**src/rtl/nlp_pkg.sv**
```systemverilog
package nlp_pkg;

    typedef enum logic {
        DIR_FWD = 1'b0,
        DIR_BWD = 1'b1
    } pf_dir_e;

    localparam int unsigned LINE_W_MAX = 32;

    // Neighbour line in the given direction, wrapped to a width-bit space.
    function automatic logic [LINE_W_MAX-1:0] step_line(
        input logic [LINE_W_MAX-1:0] ln,
        input pf_dir_e               dir,
        input int unsigned           width
    );
        logic [LINE_W_MAX:0]   mask;
        logic [LINE_W_MAX-1:0] raw;
        mask = ((LINE_W_MAX+1)'(1) << width) - (LINE_W_MAX+1)'(1);
        raw  = (dir == DIR_BWD) ? ln - LINE_W_MAX'(1) : ln + LINE_W_MAX'(1);
        return raw & mask[LINE_W_MAX-1:0];
    endfunction

endpackage

```
**src/rtl/nlp_tag_store.sv**
```systemverilog
module nlp_tag_store
    import nlp_pkg::*;
#(
    parameter int unsigned LINE_W  = 12,
    parameter int unsigned IDX_W   = 3,
    parameter bit          BACK_EN = 1'b1
)(
    input  logic                   clk,
    input  logic                   rst,
    input  logic [1:0][LINE_W-1:0] look_line,
    output logic [1:0]             look_hit,
    output logic [1:0]             look_armed,
    output logic [1:0]             look_dir,
    output logic [1:0]             look_nbf,
    output logic [1:0]             look_nbb,
    input  logic                   ins_en,
    input  logic [LINE_W-1:0]      ins_line,
    input  logic                   ins_armed,
    input  logic                   ins_dir,
    input  logic                   arm_en,
    input  logic [IDX_W-1:0]       arm_idx,
    input  logic                   inv_en,
    input  logic [LINE_W-1:0]      inv_line
);
    localparam int SETS  = 1 << IDX_W;
    localparam int TAG_W = LINE_W - IDX_W;

    typedef struct packed {
        logic             vld;
        logic [TAG_W-1:0] tag;
        logic             armed;
        logic             dir;
    } way_t;

    way_t ways_q [SETS];

    function automatic logic present(input way_t w, input logic [LINE_W-1:0] ln);
        return w.vld && (w.tag == ln[LINE_W-1:IDX_W]);
    endfunction

    for (genvar p = 0; p < 2; p++) begin : g_look
        way_t                self_w;
        way_t                fwd_w;
        logic [LINE_W-1:0]   fwd_ln;
        assign self_w        = ways_q[look_line[p][IDX_W-1:0]];
        assign look_hit[p]   = present(self_w, look_line[p]);
        assign look_armed[p] = self_w.armed;
        assign look_dir[p]   = self_w.dir;
        assign fwd_ln        = LINE_W'(step_line(LINE_W_MAX'(look_line[p]), DIR_FWD, LINE_W));
        assign fwd_w         = ways_q[fwd_ln[IDX_W-1:0]];
        assign look_nbf[p]   = present(fwd_w, fwd_ln);
        if (BACK_EN) begin : g_bwd
            way_t              bwd_w;
            logic [LINE_W-1:0] bwd_ln;
            assign bwd_ln      = LINE_W'(step_line(LINE_W_MAX'(look_line[p]), DIR_BWD, LINE_W));
            assign bwd_w       = ways_q[bwd_ln[IDX_W-1:0]];
            assign look_nbb[p] = present(bwd_w, bwd_ln);
        end else begin : g_no_bwd
            assign look_nbb[p] = 1'b0;
        end
    end

    always_ff @(posedge clk) begin
        if (rst) begin
            for (int i = 0; i < SETS; i++) ways_q[i] <= '0;
        end else begin
            for (int i = 0; i < SETS; i++) begin
                if (ins_en && ins_line[IDX_W-1:0] == IDX_W'(i)) begin
                    ways_q[i] <= '{vld: 1'b1, tag: ins_line[LINE_W-1:IDX_W],
                                   armed: ins_armed, dir: ins_dir};
                end else if (inv_en && inv_line[IDX_W-1:0] == IDX_W'(i)
                             && present(ways_q[i], inv_line)) begin
                    ways_q[i] <= '0;
                end else if (arm_en && arm_idx == IDX_W'(i)) begin
                    ways_q[i].armed <= 1'b1;
                end
            end
        end
    end
endmodule

```
**src/rtl/nlp_out_table.sv**
```systemverilog
module nlp_out_table
    import nlp_pkg::*;
#(
    parameter int unsigned LINE_W = 12,
    parameter int unsigned DEPTH  = 4
)(
    input  logic                   clk,
    input  logic                   rst,
    input  logic                   alloc_en,
    input  logic [LINE_W-1:0]      alloc_line,
    input  logic                   alloc_dir,
    input  logic                   free_en,
    input  logic [LINE_W-1:0]      free_line,
    input  logic [LINE_W-1:0]      self_line,
    output logic                   self_hit,
    output logic                   self_dir,
    input  logic [1:0][LINE_W-1:0] nb_line,
    output logic [1:0]             nb_fwd,
    output logic [1:0]             nb_bwd,
    output logic                   has_free
);
    typedef struct packed {
        logic              vld;
        logic [LINE_W-1:0] line;
        logic              dir;
    } flight_t;

    flight_t tab_q [DEPTH];
    logic [DEPTH-1:0] alloc_oh;
    logic [DEPTH-1:0] free_oh;

    always_comb begin
        alloc_oh = '0;
        free_oh  = '0;
        has_free = 1'b0;
        self_hit = 1'b0;
        self_dir = 1'b0;
        for (int i = 0; i < int'(DEPTH); i++) begin
            if (!tab_q[i].vld && !has_free) begin
                alloc_oh[i] = 1'b1;
                has_free    = 1'b1;
            end
            if (tab_q[i].vld && tab_q[i].line == free_line && free_oh == '0)
                free_oh[i] = 1'b1;
            if (tab_q[i].vld && tab_q[i].line == self_line && !self_hit) begin
                self_hit = 1'b1;
                self_dir = tab_q[i].dir;
            end
        end
    end

    for (genvar p = 0; p < 2; p++) begin : g_nb
        logic [LINE_W-1:0] fwd_ln;
        logic [LINE_W-1:0] bwd_ln;
        logic              f_hit;
        logic              b_hit;
        assign fwd_ln = LINE_W'(step_line(LINE_W_MAX'(nb_line[p]), DIR_FWD, LINE_W));
        assign bwd_ln = LINE_W'(step_line(LINE_W_MAX'(nb_line[p]), DIR_BWD, LINE_W));
        always_comb begin
            f_hit = 1'b0;
            b_hit = 1'b0;
            for (int i = 0; i < int'(DEPTH); i++) begin
                if (tab_q[i].vld && tab_q[i].line == fwd_ln) f_hit = 1'b1;
                if (tab_q[i].vld && tab_q[i].line == bwd_ln) b_hit = 1'b1;
            end
        end
        assign nb_fwd[p] = f_hit;
        assign nb_bwd[p] = b_hit;
    end

    always_ff @(posedge clk) begin
        if (rst) begin
            for (int i = 0; i < int'(DEPTH); i++) tab_q[i] <= '0;
        end else begin
            for (int i = 0; i < int'(DEPTH); i++) begin
                if (alloc_en && alloc_oh[i])
                    tab_q[i] <= '{vld: 1'b1, line: alloc_line, dir: alloc_dir};
                else if (free_en && free_oh[i])
                    tab_q[i].vld <= 1'b0;
            end
        end
    end
endmodule

```
**src/rtl/nlp_pf_slot.sv**
```systemverilog
module nlp_pf_slot #(
    parameter int unsigned LINE_W = 12
)(
    input  logic              clk,
    input  logic              rst,
    input  logic              load,
    input  logic [LINE_W-1:0] load_line,
    input  logic              load_dir,
    input  logic              take,
    output logic              pend,
    output logic [LINE_W-1:0] line,
    output logic              dir
);
    always_ff @(posedge clk) begin
        if (rst) begin
            pend <= 1'b0;
            line <= '0;
            dir  <= 1'b0;
        end else if (load) begin
            pend <= 1'b1;
            line <= load_line;
            dir  <= load_dir;
        end else if (take) begin
            pend <= 1'b0;
        end
    end
endmodule

```
**src/rtl/nlp_prefetch.sv**
```systemverilog
module nlp_prefetch
    import nlp_pkg::*;
#(
    parameter int unsigned LINE_W    = 12,
    parameter int unsigned IDX_W     = 3,
    parameter int unsigned OUT_DEPTH = 4,
    parameter bit          BACK_EN   = 1'b1
)(
    input  logic              clk,
    input  logic              rst,
    input  logic              acc_valid,
    input  logic [LINE_W-1:0] acc_line,
    input  logic              pf_back,
    input  logic              fill_valid,
    input  logic [LINE_W-1:0] fill_line,
    input  logic              fill_is_pf,
    input  logic              fill_err,
    input  logic              inv_valid,
    input  logic [LINE_W-1:0] inv_line,
    output logic              res_valid,
    output logic              res_hit,
    output logic              miss_valid,
    output logic [LINE_W-1:0] miss_line,
    output logic              pf_valid,
    output logic [LINE_W-1:0] pf_line,
    input  logic              pf_ready
);
    localparam int unsigned P_ACC  = 0;
    localparam int unsigned P_FILL = 1;

    typedef struct packed {
        logic              vld;
        logic [LINE_W-1:0] line;
        logic              dir;
    } cand_t;

    logic [1:0][LINE_W-1:0] look_line;
    logic [1:0] st_hit, st_armed, st_dir, st_nbf, st_nbb;
    logic [1:0] fl_nbf, fl_nbb;
    logic       fl_self_hit, fl_self_dir, fl_has_free;

    logic       fill_ok, fill_present, fill_dir, fill_rise;
    logic       ins_en, same_idx, acc_hit, acc_rise, arm_en;
    logic       miss_dir_q;
    logic       slot_pend, slot_dir, take;
    logic [LINE_W-1:0] slot_line;
    cand_t      cand_a, cand_f, cand_sel;

    assign look_line = {fill_line, acc_line};

    nlp_tag_store #(.LINE_W(LINE_W), .IDX_W(IDX_W), .BACK_EN(BACK_EN)) u_store (
        .clk(clk), .rst(rst),
        .look_line(look_line), .look_hit(st_hit), .look_armed(st_armed),
        .look_dir(st_dir), .look_nbf(st_nbf), .look_nbb(st_nbb),
        .ins_en(ins_en), .ins_line(fill_line), .ins_armed(!fill_is_pf), .ins_dir(fill_dir),
        .arm_en(arm_en), .arm_idx(acc_line[IDX_W-1:0]),
        .inv_en(inv_valid), .inv_line(inv_line)
    );

    nlp_out_table #(.LINE_W(LINE_W), .DEPTH(OUT_DEPTH)) u_flight (
        .clk(clk), .rst(rst),
        .alloc_en(miss_valid || take),
        .alloc_line(miss_valid ? miss_line : slot_line),
        .alloc_dir(miss_valid ? miss_dir_q : slot_dir),
        .free_en(fill_valid), .free_line(fill_line),
        .self_line(fill_line), .self_hit(fl_self_hit), .self_dir(fl_self_dir),
        .nb_line(look_line), .nb_fwd(fl_nbf), .nb_bwd(fl_nbb),
        .has_free(fl_has_free)
    );

    // Fill side: install, and arm-on-install for demand fills.
    assign fill_ok      = fill_valid && !fill_err;
    assign fill_present = st_hit[P_FILL];
    assign fill_dir     = BACK_EN && (fl_self_hit ? fl_self_dir
                                    : (fill_present ? st_dir[P_FILL] : pf_back));
    assign ins_en       = fill_ok && !(fill_is_pf && fill_present);
    assign fill_rise    = fill_ok && !fill_is_pf && !(fill_present && st_armed[P_FILL]);

    // Access side: a hit on an unarmed line arms it.
    assign same_idx = ins_en && (fill_line[IDX_W-1:0] == acc_line[IDX_W-1:0]);
    assign acc_hit  = acc_valid && st_hit[P_ACC];
    assign arm_en   = acc_hit && !same_idx;
    assign acc_rise = arm_en && !st_armed[P_ACC];

    function automatic cand_t make_cand(
        input logic              rise,
        input logic [LINE_W-1:0] base,
        input logic              dir,
        input logic              nb_in_cache_f,
        input logic              nb_in_cache_b,
        input logic              nb_in_flight_f,
        input logic              nb_in_flight_b,
        input logic              spend,
        input logic [LINE_W-1:0] sline
    );
        cand_t c;
        c.dir  = dir;
        c.line = LINE_W'(step_line(LINE_W_MAX'(base), pf_dir_e'(dir), LINE_W));
        c.vld  = rise
              && !(dir ? nb_in_cache_b  : nb_in_cache_f)
              && !(dir ? nb_in_flight_b : nb_in_flight_f)
              && !(spend && sline == c.line);
        return c;
    endfunction

    always_comb begin
        cand_a   = make_cand(acc_rise, acc_line, BACK_EN && st_dir[P_ACC],
                             st_nbf[P_ACC], st_nbb[P_ACC], fl_nbf[P_ACC], fl_nbb[P_ACC],
                             slot_pend, slot_line);
        cand_f   = make_cand(fill_rise, fill_line, fill_dir,
                             st_nbf[P_FILL], st_nbb[P_FILL], fl_nbf[P_FILL], fl_nbb[P_FILL],
                             slot_pend, slot_line);
        cand_sel = cand_a.vld ? cand_a : cand_f;
    end

    nlp_pf_slot #(.LINE_W(LINE_W)) u_slot (
        .clk(clk), .rst(rst),
        .load(cand_sel.vld), .load_line(cand_sel.line), .load_dir(cand_sel.dir),
        .take(take),
        .pend(slot_pend), .line(slot_line), .dir(slot_dir)
    );

    assign pf_valid = slot_pend && !miss_valid && fl_has_free;
    assign pf_line  = slot_line;
    assign take     = pf_valid && pf_ready;

    always_ff @(posedge clk) begin
        if (rst) begin
            res_valid  <= 1'b0;
            res_hit    <= 1'b0;
            miss_valid <= 1'b0;
            miss_line  <= '0;
            miss_dir_q <= 1'b0;
        end else begin
            res_valid  <= acc_valid;
            res_hit    <= acc_hit;
            miss_valid <= acc_valid && !acc_hit;
            miss_line  <= acc_line;
            miss_dir_q <= BACK_EN && pf_back;
        end
    end
endmodule

```
**config.mk**
```make
export PLATFORM = sky130hd
export DESIGN_NAME = nlp_prefetch
export DESIGN_NICKNAME = d
export VERILOG_FILES = /design/src/rtl/nlp_pkg.sv /design/src/rtl/nlp_tag_store.sv /design/src/rtl/nlp_out_table.sv /design/src/rtl/nlp_pf_slot.sv /design/src/rtl/nlp_prefetch.sv
export SDC_FILE = /design/constraint.sdc
export NUM_CORES = 1
export LEC_CHECK = 0
export BUFFER_PORTS_ARGS = -buffer_cell sky130_fd_sc_hd__buf_2
export CORE_MARGIN = 8
export CORE_UTILIZATION = 57
export DETAILED_ROUTE_END_ITERATION = 7
export PLACE_DENSITY = 0.77
export SYNTH_ARGS = -nofsm -noshare
export SYNTH_HDL_FRONTEND = slang
export SYNTH_SLANG_ARGS = --single-unit
```
**constraint.sdc**
```tcl
create_clock -name clk -period 6 [get_ports clk]
set_clock_uncertainty 0.05 [all_clocks]
set_input_delay 1.2 -clock clk [delete_from_list [all_inputs] [get_ports clk]]
set_output_delay 1.2 -clock clk [all_outputs]
set_load 0.02 [all_outputs]
```
==> flow_metrics.py <==
metrics = {
    "synth": {
        "ys_ff_latch": 182,
        "synthCells": 1694,
        "synth_top_area_frac": 0.256,
        "yosysMostFrequentCell": "xnor2_1",
        "synth_area_sq_um": 17800,
        "synth_commonest_cells": "xnor2_1, xor2_1, edfxtp_1",
        "synth.avg_cell_area_sq_um": 10.5,
        "async_flop_share": 0,
        "ys.flop_type": "edfxtp_1",
        "synth_edf_count": 152,
        "yosys.area.top_type": "edfxtp_1",
        "ys_warn_count": 0,
        "seq_area_frac_synth": 0.290,
        "ys_types": 88,
        "synthTopCellsByArea": "edfxtp_1, mux4_2, xnor2_1",
        "synth_fp_nets": 1754,
    },
    "timing": {
        "relSlewSlack": 0.218,
        "tns_ns": 0,
        "setup_viol": 0,
        "max_freq_mhz": 192,
        "timing.final.crit_share": 0.868,
        "slew_violations": 0,
        "layout_min_cycle_time_ns": 5.21,
        "finalHoldViolations": 0,
        "rsz0062_at_grt": "false",
        "hold-worst-slack_ns": 0.512,
        "worstMarginPinSlew_ns": 1.17,
    },
    "cts": {
        "cts_buffers": 17,
        "clock_tree.htree_level_count": 4,
        "cts-root-buf": "clkbuf_16",
        "cts-resized-gates": 0,
        "cts_setup_buffers": 0,
        "cts_hold_buf": 0,
        "clkTransAtPathRegs_ns": 0.07,
        "clockBufferDepth": 2,
        "clkLatencyLatePin_ns": 0.45,
        "cts_sinks": 182,
        "cts_tree": "yes",
    },
    "route": {
        "wl_microns": 70200,
        "drt_pre_antenna_iters": 7,
        "wl_per_cell_microns": 32.7,
        "ant_nets": 0,
        "via_per_inst": 7.09,
        "drc": 0,
        "vias": 15200,
        "drtIter0Drc": 2168,
    },
    "pwr": {
        "pwr_density_cell_nw_per_um2": 200,
        "power_mw": 3.87,
        "p_leak_nw": 7.32,
        "ir_worst_vdd_uv": 251,
    },
    "worst_setup_path": {
        "cp_data_arrival_time_ns": 5.48,
        "path_cells": "buf_2 -> xor2_1 -> nor4_1 -> and4b_1 -> a2111oi_0 -> nand3_1 -> o211ai_2 -> nor2_1 -> a211oi_1 -> nand3_1 -> o41ai_4 -> buf_4 -> mux2i_1 -> a211oi_1",
        "endpoint": "u_slot.line[1]$_SDFFE_PP0P_",
        "crit_slowest_cell": "a2111oi_0",
        "critPathRequiredTime_ns": 6.27,
        "reg2reg_depth": 13,
        "cp-start-kind": "input pin",
        "cpPeakStageDelay_ns": 0.83,
        "reg2reg_to": "u_slot.line[1]$_SDFFE_PP0P_",
        "worstSetupStartpoint": "fill_line[5]",
        "r2r_start": "u_store.ways_q[7][8]$_SDFFCE_PP0P_",
        "regToRegSetupSlack_ns": 1.23,
        "critPathKind": "input pin to flop",
        "critPathMaxFanout": 15,
        "end_kind": "flop",
    },
    "worst_hold_path": {
        "whs_path_depth": 2,
        "hold_class": "flop to flop",
    },
    "global_routing": {
        "overflow": 0,
        "grt_pass1_vias": 14900,
        "grt_usage": 0.378,
        "antenna_found_initial": 0,
        "grt_start_max_net_pins": 68,
        "grt_pass1_wl_microns": 101000,
    },
    "layout": {
        "antennaDiodeCount": 0,
        "final_util": 0.632,
        "nets": 1798,
        "drive_gt1_frac": 0.202,
        "syn2layout_area_growth_pct": 8.69,
        "design_area_sq_um": 19400,
    },
    "run": {
        "cap_violations": 0,
    },
    "floorplan": {
        "core_area_sq_um": 30700,
        "rows": 64,
        "die_h_microns": 193,
        "die_w_microns": 193,
        "die-area_sq_um": 37200,
        "start_util": 0.582,
        "io_pins": 73,
    },
    "outcome": {
        "outcome": "finished, final reports clean",
    },
    "place": {
        "place_congestion": 1.03,
        "placed_area_sq_um": 18900,
        "dpl.hpwl_microns": 54300,
        "io_buffers": 72,
    },
}
[logic make-up (layout without fill, tap and decap cells)]
family / Yosys count / after routing / share of synthesized area
AOI/OAI and AO/OA: 164 / 164 / 0.0702
xor gates and xnor gates: 385 / 385 / 0.210
adders and majority gates: 15 / 15 / 0.0105
buffers and inverters: 190 / 247 / 0.0462
DFF: 182 / 182 / 0.290
muxes: 232 / 232 / 0.213
and+or+nand+nor: 526 / 526 / 0.160
[cell usage in the layout, fill, tap and decap left out, types with 15 or more instances in the layout]
master / count
buf_2: 70
nor4_1: 40
inv_1: 40
nor3_1: 25
buf_4: 102
nor2_1: 121
nand2_1: 76
and3_1: 19
edfxtp_1: 152
nand3_1: 52
o21ai_0: 15
mux4_2: 118
ha_1: 15
or3_1: 16
dfxtp_1: 30
mux2i_1: 111
xnor2_1: 201
xnor3_1: 26
a21oi_1: 23
clkbuf_16: 17
xor2_1: 156
nor2b_1: 23
nand4_1: 29
and2_1: 50
[final cells by class]
class,count,area (sq um)
Multi-Input combinational cell,1322,11900
Tap cell,396,495
Clock buffer,21,440
Clock inverter,11,80.1
Fill cell,2502,11300
Timing Repair Buffer,175,1180
Inverter,40,150
Sequential cell,182,5160
[state kept, by name, summed over array words and instances (netlist names)]
name            count
u_slot.line        12
res_hit             1
u_slot.dir          1
res_valid           1
miss_dir_q          1
u_flight.tab_q     56
u_slot.pend         1
miss_valid          1
miss_line          12
u_store.ways_q     96
[layer usage]
metal / up-vias / routed length, microns / global-route usage
met2: 1129 / 33200 / 0.616
li1: 6356 / - / -
met1: 7449 / 24300 / 0.445
met5: - / 0 / 0
met3: 285 / 7370 / 0.0820
met4: 0 / 5420 / 0.253
[worst min path at each step]
stage                                   from                        to  slack (ns)
finish              u_slot.pend$_SDFFE_PP0P_  u_slot.pend$_SDFFE_PP0P_        0.51
global route        u_slot.pend$_SDFFE_PP0P_  u_slot.pend$_SDFFE_PP0P_        0.52
CTS                 u_slot.pend$_SDFFE_PP0P_  u_slot.pend$_SDFFE_PP0P_        0.50
detailed placement  u_slot.pend$_SDFFE_PP0P_  u_slot.pend$_SDFFE_PP0P_        0.48
global placement     u_slot.dir$_SDFFE_PP0P_   u_slot.dir$_SDFFE_PP0P_        0.51
floorplan           u_slot.pend$_SDFFE_PP0P_  u_slot.pend$_SDFFE_PP0P_        0.43
[metrics by stage]
step	instances	setup WS, ns
finish	2147	0.794
detailed placement	2115	0.351
global placement	2115	0.472
CTS	2147	0.810
global route	2147	0.360
floorplan	1694	0.124
[where the power goes]
| group | internal, mW | switching, mW |
|---|---|---|
| Clock | 0.535 | 0.521 |
| Sequential | 1.44 | 0.179 |
| Combinational | 0.546 | 0.643 |
[worst max-delay path, delay by kind of cell]
family | cells | cell delay [ns]
buffers and inverters | 2 | 0.59
and+or+nand+nor | 5 | 1.07
AOI/OAI and AO/OA | 5 | 1.95
xor gates and xnor gates | 1 | 0.41
muxes | 1 | 0.22
No activity file was read; power rests on OpenSTA's default activity.
